**src/rtl/ttxExtractPkg.sv**
```systemverilog
package ttxExtractPkg;
  localparam int POS_W      = 6;
  localparam int FMT_FIRST  = 13;
  localparam int FMT_LAST   = 25;
  localparam int HDR_FIRST  = 38;
  localparam int HDR_LAST   = 45;
  localparam int BANK_DEPTH = FMT_LAST - FMT_FIRST + 1;
  localparam int IDX_W      = $clog2(BANK_DEPTH);

  typedef enum logic [1:0] {
    ROW_OTHER  = 2'd0,
    ROW_FMT1   = 2'd1,
    ROW_FMT2   = 2'd2,
    ROW_HEADER = 2'd3
  } rowKind_e;

  typedef struct packed {
    logic             shadowWr;
    logic             useHamming;
    logic [IDX_W-1:0] shadowIdx;
    logic             commit;
  } ctrlStrobe_t;
endpackage

```
**src/rtl/ttxHamming84.sv**
```systemverilog
module ttxHamming84 (
  input  logic [7:0] codeIn,
  output logic [7:0] codeFix,
  output logic       uncorrectable
);
  logic failA, failB, failC, failAll;
  logic [2:0] syndrome;

  always_comb begin
    failA    = ~(codeIn[0] ^ codeIn[1] ^ codeIn[5] ^ codeIn[7]);
    failB    = ~(codeIn[1] ^ codeIn[2] ^ codeIn[3] ^ codeIn[7]);
    failC    = ~(codeIn[1] ^ codeIn[3] ^ codeIn[4] ^ codeIn[5]);
    failAll  = ~(^codeIn);
    syndrome = {failC, failB, failA};
    codeFix  = codeIn;
    uncorrectable = 1'b0;
    if (failAll) begin
      case (syndrome)
        3'd0: codeFix[6] = ~codeIn[6];
        3'd1: codeFix[0] = ~codeIn[0];
        3'd2: codeFix[2] = ~codeIn[2];
        3'd3: codeFix[7] = ~codeIn[7];
        3'd4: codeFix[4] = ~codeIn[4];
        3'd5: codeFix[5] = ~codeIn[5];
        3'd6: codeFix[3] = ~codeIn[3];
        default: codeFix[1] = ~codeIn[1];
      endcase
    end else if (syndrome != 3'd0) begin
      uncorrectable = 1'b1;
    end
  end


  always_comb begin
    if (!uncorrectable)
      hamming_fix_chk: assert ((^codeFix) && (codeFix[0] ^ codeFix[1] ^ codeFix[5] ^ codeFix[7])
                               && (codeFix[1] ^ codeFix[2] ^ codeFix[3] ^ codeFix[7])
                               && (codeFix[1] ^ codeFix[3] ^ codeFix[4] ^ codeFix[5]));
  end
endmodule

```
**src/rtl/ttxExtractCtrl.sv**
```systemverilog
module ttxExtractCtrl
  import ttxExtractPkg::*;
(
  input  logic              clk,
  input  logic              rstN,
  input  logic              byteValid,
  input  logic [POS_W-1:0]  bytePos,
  input  logic [1:0]        rowType,
  input  logic              lineEnd,
  input  logic              modeFmt2,
  input  logic              modeHeader,
  input  logic              hostBusy,
  input  logic              hostReadStart,
  input  logic              hamBad,
  output ctrlStrobe_t       strobes,
  output logic              dataAvailN
);
  rowKind_e         selKind;
  logic [POS_W-1:0] winFirst, winLast;
  logic             inWin;
  logic             lineHit, lineBad;

  always_comb begin
    if (modeFmt2)        selKind = ROW_FMT2;
    else if (modeHeader) selKind = ROW_HEADER;
    else                 selKind = ROW_FMT1;
    if (selKind == ROW_HEADER) begin
      winFirst = POS_W'(HDR_FIRST);
      winLast  = POS_W'(HDR_LAST);
    end else begin
      winFirst = POS_W'(FMT_FIRST);
      winLast  = POS_W'(FMT_LAST);
    end
    inWin = byteValid && !lineEnd && (rowType == selKind)
            && (bytePos >= winFirst) && (bytePos <= winLast);
    strobes.shadowWr   = inWin;
    strobes.useHamming = modeFmt2;
    strobes.shadowIdx  = IDX_W'(bytePos - winFirst);
    strobes.commit     = lineEnd && lineHit && !lineBad && !hostBusy;
  end

  always_ff @(posedge clk) begin
    if (!rstN) begin
      lineHit    <= 1'b0;
      lineBad    <= 1'b0;
      dataAvailN <= 1'b1;
    end else begin
      if (lineEnd) begin
        lineHit <= 1'b0;
        lineBad <= 1'b0;
      end else if (inWin) begin
        lineHit <= 1'b1;
        if (modeFmt2 && hamBad) lineBad <= 1'b1;
      end
      if (strobes.commit)     dataAvailN <= 1'b0;
      else if (hostReadStart) dataAvailN <= 1'b1;
    end
  end


  avail_fall_chk: assert property (@(posedge clk) disable iff (!rstN)
    $fell(dataAvailN) |-> $past(lineEnd));

  read_start_chk: assert property (@(posedge clk) disable iff (!rstN)
    hostReadStart && !lineEnd |=> dataAvailN);

  busy_hold_chk: assert property (@(posedge clk) disable iff (!rstN)
    lineEnd && hostBusy && !hostReadStart |=> $stable(dataAvailN));
endmodule

```
**src/rtl/ttxExtractData.sv**
```systemverilog
module ttxExtractData
  import ttxExtractPkg::*;
(
  input  logic             clk,
  input  logic             rstN,
  input  logic [7:0]       byteData,
  input  ctrlStrobe_t      strobes,
  input  logic [IDX_W-1:0] rdIdx,
  output logic [7:0]       rdData,
  output logic             hamBad
);
  logic [BANK_DEPTH-1:0][7:0] shadow;
  logic [BANK_DEPTH-1:0][7:0] bank;
  logic [7:0] fixedByte;
  logic [7:0] storeByte;

  ttxHamming84 ham_i (
    .codeIn        (byteData),
    .codeFix       (fixedByte),
    .uncorrectable (hamBad)
  );

  assign storeByte = strobes.useHamming ? fixedByte : byteData;

  always_ff @(posedge clk) begin
    if (!rstN) begin
      shadow <= '0;
      bank   <= '0;
    end else begin
      if (strobes.shadowWr && (int'(strobes.shadowIdx) < BANK_DEPTH))
        shadow[strobes.shadowIdx] <= storeByte;
      if (strobes.commit)
        bank <= shadow;
    end
  end

  always_comb begin
    rdData = 8'h00;
    if (int'(rdIdx) < BANK_DEPTH) rdData = bank[rdIdx];
  end


  bank_hold_chk: assert property (@(posedge clk) disable iff (!rstN)
    !strobes.commit |=> $stable(bank));
endmodule

```
**src/rtl/ttxByteExtract.sv**
```systemverilog
module ttxByteExtract
  import ttxExtractPkg::*;
(
  input  logic             clk,
  input  logic             rstN,
  input  logic             byteValid,
  input  logic [7:0]       byteData,
  input  logic [POS_W-1:0] bytePos,
  input  logic [1:0]       rowType,
  input  logic             lineEnd,
  input  logic             modeFmt2,
  input  logic             modeHeader,
  input  logic             hostBusy,
  input  logic             hostReadStart,
  input  logic [IDX_W-1:0] rdIdx,
  output logic [7:0]       rdData,
  output logic             dataAvailN
);
  ctrlStrobe_t strobes;
  logic        hamBad;

  ttxExtractCtrl ctrl_i (
    .clk, .rstN, .byteValid, .bytePos, .rowType, .lineEnd,
    .modeFmt2, .modeHeader, .hostBusy, .hostReadStart,
    .hamBad, .strobes, .dataAvailN
  );

  ttxExtractData data_i (
    .clk, .rstN, .byteData, .strobes, .rdIdx, .rdData, .hamBad
  );
endmodule

```
**config.mk**
```make
export PLATFORM = sky130hd
export DESIGN_NAME = ttxByteExtract
export DESIGN_NICKNAME = d
export VERILOG_FILES = /design/src/rtl/ttxExtractPkg.sv /design/src/rtl/ttxHamming84.sv /design/src/rtl/ttxExtractCtrl.sv /design/src/rtl/ttxExtractData.sv /design/src/rtl/ttxByteExtract.sv
export SDC_FILE = /design/constraint.sdc
export NUM_CORES = 1
export LEC_CHECK = 0
export BUFFER_PORTS_ARGS = -buffer_cell sky130_fd_sc_hd__buf_2
export CAP_MARGIN = 20
export CELL_PAD_IN_SITES_DETAIL_PLACEMENT = 1
export CELL_PAD_IN_SITES_GLOBAL_PLACEMENT = 1
export CORE_ASPECT_RATIO = 0.7
export CORE_MARGIN = 8
export CORE_UTILIZATION = 47
export CTS_CLUSTER_DIAMETER = 30
export DETAILED_ROUTE_END_ITERATION = 6
export PLACE_DENSITY = 0.79
export SYNTH_ARGS = -nofsm -noshare
export SYNTH_HDL_FRONTEND = slang
export SYNTH_SLANG_ARGS = --single-unit
```
**constraint.sdc**
```tcl
create_clock -name clk -period 4.1 [get_ports clk]
set_input_delay 0.82 -clock clk [delete_from_list [all_inputs] [get_ports clk]]
set_output_delay 0.82 -clock clk [all_outputs]
set_load 0.01 [all_outputs]
```
Yosys cells after proc, flatten, opt, wreduce, memory -nomap -nowiden. Index checks and enable logic that the tools add are counted. W data, S select, Z words.

Register bits after elaboration: 211. Bits in latches: 0. Memory bits (writable): 0. Bits in read-only memories: 0. Bits of input ports: 28. Output and inout port bits: 9. Word-level logic and storage cells: 110. Memories: 0.

$add $sub $neg: 1. $mul: 0. Div/mod/pow operators: 0. Magnitude comparators: 7. Eq/ne operators: 8. Shift-type cells: 0. Muxes and demuxes: 24. Bitwise operators: 21. Reductions and logical operators: 20.

Operator list (count): $bwmux W104 (1); $mux W8 (5); $bmux W8 S4 (1); $demux W8 S4 (1); $mux W1 (12); $mux W6 (2); $not A1 Y1 (12); $logic_and A1 B1 Y1 (10); $lt A4 B5 Y1 const B (2); $eq A3 B3 Y1 const B (3); $xor A1 B1 Y1 (9); $lt A4 B4 Y1 const B (2); $reduce_xor A8 Y1 (1); $reduce_or A7 Y1 (1); $eq A3 B2 Y1 const B (2); $ge A6 B6 Y1 (1); $le A6 B6 Y1 (1); $ge A4 B1 Y1 const B (1); $mux W2 (2); $sub A4 B4 Y4 (1); $eq A3 B1 Y1 const B (1); $logic_not A1 Y1 (3); $logic_not A3 Y1 (1); $reduce_bool A3 Y1 (1); other kinds (5) (5).

Depth between registers and ports, before layout.
Depth after elaboration: 10. Mapped depth: 13. Mapped depth without buffers: 11.

Hierarchy. Synthesis repeated with hierarchy kept, for this count alone.

Cells, all modules: 887. Area, all modules: 9490.4 um^2.

Modules (own cells, without submodules): ttxExtractData (instances 1, cells each 786, area an instance 8662.1 um^2, seq. area each 4164.0 um^2); ttxExtractCtrl (instances 1, cells each 48, area an instance 431.7 um^2, seq. area each 60.1 um^2); ttxHamming84 (instances 1, cells each 53, area an instance 396.6 um^2, seq. area each 0.0 um^2).

Worst setup path after synthesis. OpenSTA, ideal clock, no wires.

Path type: input to output. Start point: in rdIdx[0]. End point: out rdData[3]. Data arrival time: 2.611 ns. Required time: 3.280 ns. Slack: 0.669 ns. Stages on the path: 5. Cell sequence: clkbuf_1 > buf_1 > mux4_2 > a221oi_1 > a31oi_1.

Cells in the longest elaborated chain, start to end: 3. Elaborated cells on any way between the ends: 4. Classes of those cells: order compare (1); mux (3).

RTL lines: start, declared (RTL line ttxByteExtract.sv:15) `input logic [IDX_W-1:0] rdIdx,`; $bmux W8 S4 (RTL line ttxExtractData.sv:39) `if (int'(rdIdx) < BANK_DEPTH) rdData = bank[rdIdx];`; $mux W8 (implied by the code) (RTL line ttxExtractData.sv:39); $mux W8 * (RTL line ttxExtractData.sv:39); end, declared (RTL line ttxByteExtract.sv:16) `output logic [7:0] rdData,`.

Every way passes the cells marked *; elsewhere a longest branch is shown, timed or not. The select of a mux whose other input is x is not followed.

Final worst setup path.
Start point: in rdIdx[1]. End point: out rdData[5].

The elaborated chain is that of the path after synthesis.

==> reports/results.ini <==
[timing]
setup-violations-final=0
tns_ns=0
min_period_over_period_pct=89.1
finalHoldViolations=0
rsz0062_at_grt=no
setup_ws_ns=0.449
tightest_slew_ns=1.08
fin_hold_ws_ns=0.450
fin_crit_ns=3.65
clock_skew_ns=0.0133
finalMaxSlewViolations=0
relSlewSlack_pct=27.3
max_freq_mhz=274

[cts]
root_buffer=clkbuf_16
numCtsBuffers=37
holdBufCountCts=0
clk_pin_slew_ns=0.05
clock_path_buffers=3
postCtsSetupBuffers=0
cts_tree=built
cts.sinks=211
htreeDepth=2
post_cts_resized=0
clk_latency_ns=0.51

[min_path]
min_from=data_i.shadow[79]$_SDFFE_PN0P_
hold_path_end=data_i.bank[79]$_SDFFE_PN0P_
hold_depth=2
hold_class=flip-flop to flip-flop

[detailed_routing]
ant_nets=0
wl_per_cell_um=20.9
drt-total-wl_mm=27.0
num_vias=7514
route.detailed.drc=0
drt_iter0_drc=594
first_pass_iters=5
vias_per_cell=5.81

[die]
dieArea_um2=23600
chipHeight_um=131
ios=37
rows=42
die_w_um=180
start_util_pct=47.5
coreArea_um2=18700

[pwr]
p_seq_share_pct=37.7
powerDensity_nw_per_um2=513
intPower_mw=4.16
pwr-share-comb_pct=6.0
peakVddDrop_uv=341
power_frac_clock_pct=56.3
leakagePower_nw=3.49
switching_share_pct=23.8
netSwitchingPower_mw=1.30

[setup_path]
crit_fanout=25
worstPathCellList=buf_2 > nor3_1 > a221oi_1 > a31oi_1 > buf_2
cp_slowest_cell=nor3_1
crit_type=input pin to output port
r2r_end=data_i.bank[19]$_SDFFE_PN0P_
timing.rr.start=ctrl_i.lineHit$_SDFFE_PP0P_
critPathMaxStageDelay_ns=0.97
start_kind=input pin
rrSetupSlack_ns=2.04
cp.arrival_ns=2.83
cp-end-kind=output port
cp_common_cell=buf_2
reg2reg_depth=4
crit_required_ns=3.28

[layout]
layout_common_cells=242 x nand2_1, 211 x dfxtp_1, 150 x a21oi_1
diodes=0
fin_util_pct=56.9
area_growth_pct=19.9
final_common_cell=nand2_1
final_cell_area_um2=10600
drive_gt1_share_pct=18.6
fin_nets=1056

[global_routing]
grt_use_total_pct=23.1
grt_pass1_vias=7831
grt_antenna_before_repair=0
grt_start_max_net_pins=101
grt_overflow=0
grt_pass1_wl_mm=43.4

[logic_synthesis]
ys_ff_latch=211
async_flop_share_pct=0
synth.distinct_cells=51
synth_warnings=0
synth_edf_count=0
synth_area_leaders=dfxtp_1 48%, nand2_1 10%, a21oi_1 8.5%
synthCells=990
yosysTopAreaCell=dfxtp_1
synth_nets=1021
ys.flop_type=dfxtp_1
syn_area_um2=8880
ys_seq_area_share_pct=47.6
netlist.area_leader.share_pct=47.6
syn_avg_cell_area_um2=8.97

[placement]
placed_area_um2=9390
dp.final_hpwl_mm=17.1
dpl_worst_slack_ns=0.499
gp_congestion=0.841
port_buffers=36

[flow_run]
maxCapViolCount=0

[run_status]
status=finished, final reports clean

==> cell usage after synthesis (3+ instances only) <==
library cell  count
a211oi_1         77
a211oi_2         14
a21oi_1         150
a221oi_1          8
a31oi_1           8
and2_1            4
buf_1             7
buf_6             7
clkbuf_1         64
dfxtp_1         211
ha_1              3
inv_1             4
mux2i_1          15
mux4_2           24
nand2_1         242
nand3_1           4
nand3b_1          3
nor2_1           66
nor3_1            8
nor4_4            7
o211ai_1          4
o21ai_0           5
xnor2_1          16
xor2_1            5
==> metal layers <==
| layer | GRT usage, % | vias up | share of wire [%] |
|---|---|---|---|
| li1 | - | 3558 | - |
| met1 | 30.5 | 3736 | 47 |
| met2 | 38.8 | 190 | 47 |
| met3 | 3.95 | 30 | 4.6 |
| met4 | 6.59 | 0 | 1.5 |
| met5 | 0 | - | 0 |
==> flip-flops by register name, indices dropped and copies added, names as in the netlist <==
name,cells
ctrl_i.lineBad,1
ctrl_i.dataAvailN,1
data_i.shadow,104
data_i.bank,104
ctrl_i.lineHit,1
==> worst max-delay path by stage <==
stage | startpoint | endpoint | slack [ns] | cells past startpoint
5_1_grt | rdIdx[1] | rdData[7] | 0.37 | 5
3_3_place_gp | rdIdx[1] | rdData[5] | 0.55 | 5
2_1_floorplan | rdIdx[0] | rdData[3] | 0.67 | 5
3_5_place_dp | rdIdx[1] | rdData[5] | 0.50 | 5
4_1_cts | rdIdx[1] | rdData[5] | 0.48 | 5
6_report | rdIdx[1] | rdData[5] | 0.45 | 5
==> critical path: cells and delay by family <==
family | cells | cell delay [ns]
AO/OA/AOI/OAI | 2 | 0.50
AND/OR/NAND/NOR | 1 | 0.97
buffers and inverters | 2 | 0.51
==> final cells by class <==
class | count | area [µm²]
Fill cell | 2117 | 8070
Multi-Input combinational cell | 691 | 4290
Sequential cell | 211 | 4220
Clock buffer | 44 | 1000
Timing Repair Buffer | 77 | 538
Tap cell | 242 | 303
Clock inverter | 22 | 246
Inverter | 7 | 33.8
==> logic make-up after synthesis <==
| family | count (synthesis) | share of synthesized area [%] |
|---|---|---|
| adders and majority gates | 3 | 0.423 |
| AOI/OAI and AO/OA | 274 | 19.8 |
| and+or+nand+nor | 353 | 17.7 |
| xor gates and xnor gates | 22 | 2.33 |
| muxes | 39 | 7.78 |
| buffers and inverters | 88 | 4.41 |
| DFF | 211 | 47.6 |
==> metrics by stage <==
stage                     cells  total power, mW
after global placement     1228             2.42
final                      1294             5.46
after CTS                  1294             5.49
after detailed placement   1228             2.42
after floorplan             990             2.31
after global routing       1294             5.62
==> power groups by stage <==
stage	Combinational (mW)	Sequential [mW]	Clock [mW]
after floorplan	0.208	2.10	0
after global placement	0.317	2.10	0
after detailed placement	0.324	2.10	0
after CTS	0.326	2.06	3.10
after global routing	0.350	2.06	3.22
final	0.329	2.06	3.07
No activity file was read; power rests on OpenSTA's default activity.
